<file path="src/rtl/tv_pkg.sv">
package tv_pkg;

    typedef enum logic [1:0] {
        FMT_B8   = 2'd0,
        FMT_B16  = 2'd1,
        FMT_B32  = 2'd2,
        FMT_PAGE = 2'd3
    } tv_fmt_e;

    typedef struct packed {
        logic swap;
        logic inv_y;
        logic inv_x;
    } tv_orient_t;

    typedef struct packed {
        logic [4:0] xs;   // dropped X bits
        logic [4:0] ys;   // dropped Y bits
        logic [4:0] xb;   // usable X bits
        logic [4:0] yb;   // usable Y bits
    } tv_geom_t;

    function automatic tv_geom_t tv_geometry(tv_fmt_e f, int wb, int hb, int sw, int sh);
        tv_geom_t g;
        int xs;
        int ys;
        case (f)
            FMT_B8:   begin xs = 0;  ys = 0;  end
            FMT_B16:  begin xs = 0;  ys = 1;  end
            FMT_B32:  begin xs = 1;  ys = 1;  end
            default:  begin xs = sw; ys = sh; end
        endcase
        g.xs = 5'(xs);
        g.ys = 5'(ys);
        g.xb = 5'(wb - xs);
        g.yb = 5'(hb - ys);
        return g;
    endfunction

endpackage

</file>
<file path="src/rtl/tv_geom.sv">
module tv_geom
    import tv_pkg::*;
#(
    parameter int W_BITS      = 14,
    parameter int H_BITS      = 13,
    parameter int SLOT_W_BITS = 6,
    parameter int SLOT_H_BITS = 5,
    parameter int ADDR_W      = W_BITS + H_BITS + 5
) (
    input  tv_fmt_e           fmt,
    input  tv_orient_t        orient,
    output tv_geom_t          geom,
    output logic [ADDR_W-1:0] stride
);
    always_comb begin
        geom = tv_geometry(fmt, W_BITS, H_BITS, SLOT_W_BITS, SLOT_H_BITS);
        if (orient.swap)
            stride = ADDR_W'(1) << (H_BITS + int'(geom.xs));
        else
            stride = ADDR_W'(1) << (W_BITS + int'(geom.ys));
    end
endmodule

</file>
<file path="src/rtl/tv_offset.sv">
module tv_offset
    import tv_pkg::*;
#(
    parameter int W_BITS  = 14,
    parameter int H_BITS  = 13,
    parameter int COORD_W = 16,
    parameter int OFF_W   = W_BITS + H_BITS
) (
    input  logic [COORD_W-1:0] x,
    input  logic [COORD_W-1:0] y,
    input  tv_geom_t           geom,
    input  tv_orient_t         orient,
    output logic               in_range,
    output logic [OFF_W-1:0]   offset
);
    logic [OFF_W-1:0] mask_x, mask_y, xw, yw, xm, ym, lin;

    always_comb begin
        mask_x   = (OFF_W'(1) << geom.xb) - OFF_W'(1);
        mask_y   = (OFF_W'(1) << geom.yb) - OFF_W'(1);
        xw       = OFF_W'(x);
        yw       = OFF_W'(y);
        in_range = (xw <= mask_x) && (yw <= mask_y);
        xm       = orient.inv_x ? (xw ^ mask_x) : xw;
        ym       = orient.inv_y ? (yw ^ mask_y) : yw;
        if (orient.swap)
            lin = (xm << geom.yb) + ym;
        else
            lin = (ym << geom.xb) + xm;
        offset = lin << (geom.xs + geom.ys);
    end
endmodule

</file>
<file path="src/rtl/tv_addr_gen.sv">
module tv_addr_gen
    import tv_pkg::*;
#(
    parameter int W_BITS      = 14,
    parameter int H_BITS      = 13,
    parameter int SLOT_W_BITS = 6,
    parameter int SLOT_H_BITS = 5,
    parameter int COORD_W     = 16,
    parameter bit REG_OUT     = 1'b1
) (
    input  logic                      clk,
    input  logic                      rst,
    input  logic                      in_vld,
    input  logic [1:0]                fmt,
    input  logic [2:0]                orient,
    input  logic [COORD_W-1:0]        x,
    input  logic [COORD_W-1:0]        y,
    output logic                      out_vld,
    output logic [W_BITS+H_BITS+4:0]  addr,
    output logic [W_BITS+H_BITS+4:0]  stride
);
    localparam int OFF_W  = W_BITS + H_BITS;
    localparam int ADDR_W = OFF_W + 5;
    localparam int PAGE_LOW = SLOT_W_BITS + SLOT_H_BITS;

    tv_geom_t          geom;
    tv_orient_t        ori;
    logic              in_range;
    logic [OFF_W-1:0]  offset;
    logic [ADDR_W-1:0] stride_c, addr_c;
    logic              vld_c;

    assign ori = tv_orient_t'(orient);

    tv_geom #(
        .W_BITS(W_BITS), .H_BITS(H_BITS),
        .SLOT_W_BITS(SLOT_W_BITS), .SLOT_H_BITS(SLOT_H_BITS), .ADDR_W(ADDR_W)
    ) u_geom (
        .fmt(tv_fmt_e'(fmt)), .orient(ori), .geom(geom), .stride(stride_c)
    );

    tv_offset #(
        .W_BITS(W_BITS), .H_BITS(H_BITS), .COORD_W(COORD_W), .OFF_W(OFF_W)
    ) u_off (
        .x(x), .y(y), .geom(geom), .orient(ori), .in_range(in_range), .offset(offset)
    );

    always_comb begin
        vld_c  = in_vld && in_range;
        addr_c = vld_c ? {orient, fmt, offset} : '0;
    end

    generate
        if (REG_OUT) begin : g_reg
            always_ff @(posedge clk) begin
                if (rst) begin
                    out_vld <= 1'b0;
                    addr    <= '0;
                    stride  <= '0;
                end else begin
                    out_vld <= vld_c;
                    addr    <= addr_c;
                    stride  <= stride_c;
                end
            end

            a_r1_fmt_field: assert property (@(posedge clk) disable iff (rst)
                out_vld |-> addr[OFF_W+1:OFF_W] == $past(fmt));
            a_r2_orient_field: assert property (@(posedge clk) disable iff (rst)
                out_vld |-> addr[ADDR_W-1:OFF_W+2] == $past(orient));
            a_r10_vld_follows: assert property (@(posedge clk) disable iff (rst)
                out_vld |-> $past(in_vld));
        end else begin : g_comb
            assign out_vld = vld_c;
            assign addr    = addr_c;
            assign stride  = stride_c;

            a_r1_fmt_field: assert property (@(posedge clk) disable iff (rst)
                out_vld |-> addr[OFF_W+1:OFF_W] == fmt);
            a_r2_orient_field: assert property (@(posedge clk) disable iff (rst)
                out_vld |-> addr[ADDR_W-1:OFF_W+2] == orient);
            a_r10_vld_follows: assert property (@(posedge clk) disable iff (rst)
                out_vld |-> in_vld);
        end
    endgenerate

    a_r8_zero_when_invalid: assert property (@(posedge clk) disable iff (rst)
        !out_vld |-> addr == '0);
    a_r9_stride_onehot: assert property (@(posedge clk) disable iff (rst)
        out_vld |-> $countones(stride) == 1);
    a_r7_page_low_zero: assert property (@(posedge clk) disable iff (rst)
        (out_vld && addr[OFF_W+1:OFF_W] == 2'd3) |-> addr[PAGE_LOW-1:0] == '0);

endmodule

</file>
<file path="config.mk">
export PLATFORM = sky130hd
export DESIGN_NAME = tv_addr_gen
export DESIGN_NICKNAME = d
export VERILOG_FILES = /design/src/rtl/tv_pkg.sv /design/src/rtl/tv_geom.sv /design/src/rtl/tv_offset.sv /design/src/rtl/tv_addr_gen.sv
export SDC_FILE = /design/constraint.sdc
export NUM_CORES = 1
export LEC_CHECK = 0
export ABC_AREA = 1
export BUFFER_PORTS_ARGS = -buffer_cell sky130_fd_sc_hd__buf_2
export CORE_MARGIN = 2
export CORE_UTILIZATION = 30
export DETAILED_ROUTE_END_ITERATION = 6
export SYNTH_ARGS = -nofsm -noshare
export SYNTH_HDL_FRONTEND = slang
export SYNTH_SLANG_ARGS = --single-unit
</file>
<file path="constraint.sdc">
create_clock -name clk -period 7.85 [get_ports clk]
set_clock_uncertainty 0.2 [all_clocks]
set_input_delay 1.9625 -clock clk [delete_from_list [all_inputs] [get_ports clk]]
set_output_delay 1.9625 -clock clk [all_outputs]
set_load 0.02 [all_outputs]
</file>
==> run_results.csv <==
group,metric,value,unit
outcome,status,"finished, violations left",
outcome,violations,"design-rule violations",
yosys,ys_async_sr_fraction,0,%
routing,viasPerCell,5.23,
yosys,ys_seq_elements,65,
clock_network,clock-sinks,65,
layout,num-nets-final,1555,
sta,finalSetupTns,0,ns
routing,post_drt_wl_per_cell,16.8,um
clock_network,cts_buffers,9,
flow_run,cap_violations,0,
clock_network,htreeDepth,3,
clock_network,cts_tree,"yes",
sta,drv_slew,0,
sta,hold_violations,0,
clock_network,root_buffer,"clkbuf_16",
yosys,synth_cell_types,50,
power_and_ir_drop,peakVddDrop,0.113,mV
floorplanning,coreArea,26000,sq um
placed_design,portBuffers,104,
placed_design,hpwl,24.5,mm
routing,num_vias,9337,
sta,fin_crit_sh,85.7,%
layout,area.growth.synth_to_final,15.1,%
worst_setup_path,critical-path-slowest-cell,"inv_2",
grt,antenna_found_initial,0,
floorplanning,start_util,30.5,%
routing,firstDrtPassIters,7,
placed_design,pre_cts_slack,0.885,ns
routing,antenna_left,0,
sta,setup_viol,0,
yosys,syn-cell-area,7940,sq um
grt,grt.overflow.total,0,
power_and_ir_drop,leakagePower,4.74,nW
clock_network,cts_resized,0,
yosys,seq_area_frac_synth,16.4,%
worst_setup_path,critical-path-max-stage-delay,0.48,ns
sta,slew_headroom,31.6,%
sta,period_minus_slack,6.73,ns
worst_setup_path,critical_path_arrival,6.75,ns
floorplanning,dieArea,27800,sq um
layout,num_antenna_cells,0,
grt,grt_use_total,21.5,%
clock_network,cts_max_path_buffers,2,
placed_design,gp_congestion,1.01,
floorplanning,die_y,167,um
grt,grt_pass1_vias,8624,
floorplanning,chipWidth,167,um
clock_network,cts_setup_buffers,0,
sta,clock.fmax,149,MHz
sta,fin_ws,1.12,ns
routing,drt-total-wl,30.0,mm
worst_setup_path,cpMostUsedCell,"nand3_1",
routing,drt_iter0_drc,802,
clock_network,path_clk_slew,0.06,ns
floorplanning,ios,105,
sta,worst_pin_slew,1.01,ns
grt,grt_max_degree,45,
yosys,ys_warn_count,0,
layout,post-route-util,35.1,%
grt,grt_pass1_wl,47.4,mm
worst_setup_path,worstPathRequired,7.88,ns
yosys,postSynthAreaPerCell,5.93,sq um
yosys,ys.flop_type,"dfxtp_1",
routing,drc,4,
worst_setup_path,critPathCaptureType,"flip-flop",
worst_setup_path,start_kind,"primary input",
floorplanning,rows,59,
power_and_ir_drop,power_density,164,nW/um^2
layout,drive_gt1_share,13.8,%
clock_network,ctsHoldBuffers,0,
yosys,syn_inst,1338,
sta,hold_ws,1.70,ns
min_path,min_path_type,"primary input to flip-flop",
sta,grt_setup_unrepaired,"false",
worst_setup_path,worstSetupPathType,"primary input to flip-flop",
worst_setup_path,worstPathMaxFanout,37,
yosys,synth-edff-count,0,
## synthesized netlist by cell type, drive strengths merged (3+ instances only)
cell type    n  area (sq um)
a21oi       85           425
a31oi        9          56.3
buf         33           194
clkbuf      20          75.1
clkinv       3          11.3
dfxtp       65          1300
ha          69           863
inv        123           462
mux2i       10           100
nand2      369          1460
nand3      222          1240
nand3b       6          45.0
nand4       17           106
nor2       106           398
nor3        20           100
nor4         4          25.0
o211ai       5          37.5
o21a         3          22.5
o21ai      123           616
or2          3          18.8
xnor2       10           103
xor2        10          87.6
## area by class of cell
type | instances | area (sq um)
Clock buffer | 9 | 225
Clock inverter | 7 | 77.6
Fill cell | 2930 | 16900
Inverter | 126 | 473
Multi-Input combinational cell | 1125 | 6010
Sequential cell | 65 | 1300
Tap cell | 335 | 419
Timing Repair Buffer | 118 | 626
## metal layers
metal / part of all wire (%) / up-vias / GRT usage (%)
met5: 0 / - / 0
met3: 7.9 / 69 / 4.42
met4: 4.0 / 0 / 8.02
met1: 46 / 4172 / 29.9
met2: 42 / 408 / 32.6
li1: - / 4688 / -
## flip-flops by register name, indices dropped and copies added, names as in the netlist
name / cells
addr: 32
out_vld: 1
stride: 32
## cell usage in the layout, fill, tap and decap left out, types with 22 or more instances in the layout
cell type  Yosys  routed
a21oi_1       85      85
buf_2         20     104
conb_1         1      32
dfxtp_1       65      65
ha_1          69      69
inv_1        111     111
nand2_1      344     344
nand2_2       22      22
nand3_1      197     197
nand3_2       25      25
nor2_1       106     106
o21ai_0      110     110
## path summary, 6_finish.rpt
kind | endpoint | slack (ns) | cells after the start | from
max | addr[21] | 1.12 | 25 | fmt[1]
min | stride[19] | 1.70 | 4 | rst
## critical path: cells and delay by family
kind                       cells  cell delay (ns)
adders and majority gates      3             1.12
buffers and inverters          6             1.17
AOI/OAI and AO/OA              2             0.55
and+or+nand+nor               14             1.93
## metrics by stage
| step | instance area (sq um) | power (mW) | instances |
|---|---|---|---|
| 2_1_floorplan | 8050 | 0.876 | 1369 |
| 3_5_place_dp | 8830 | 1.07 | 1769 |
| 3_3_place_gp | 8830 | 1.07 | 1769 |
| 5_1_grt | 9130 | 1.61 | 1785 |
| 6_report | 9130 | 1.50 | 1785 |
| 4_1_cts | 9130 | 1.49 | 1785 |
## logic make-up after synthesis
group	synth area share (%)
and+or+nand+nor	42.9
AOI/OAI and AO/OA	16.5
buffers and inverters	9.35
adders and majority gates	11.1
DFF	16.4
xor gates and xnor gates	2.40
muxes	1.26
other	0.0472
## power breakdown
group	internal, mW	switching [mW]
Sequential	0.344	0.00310
Clock	0.248	0.162
Combinational	0.226	0.511
Note: power is estimated with default switching activity, not from simulation.
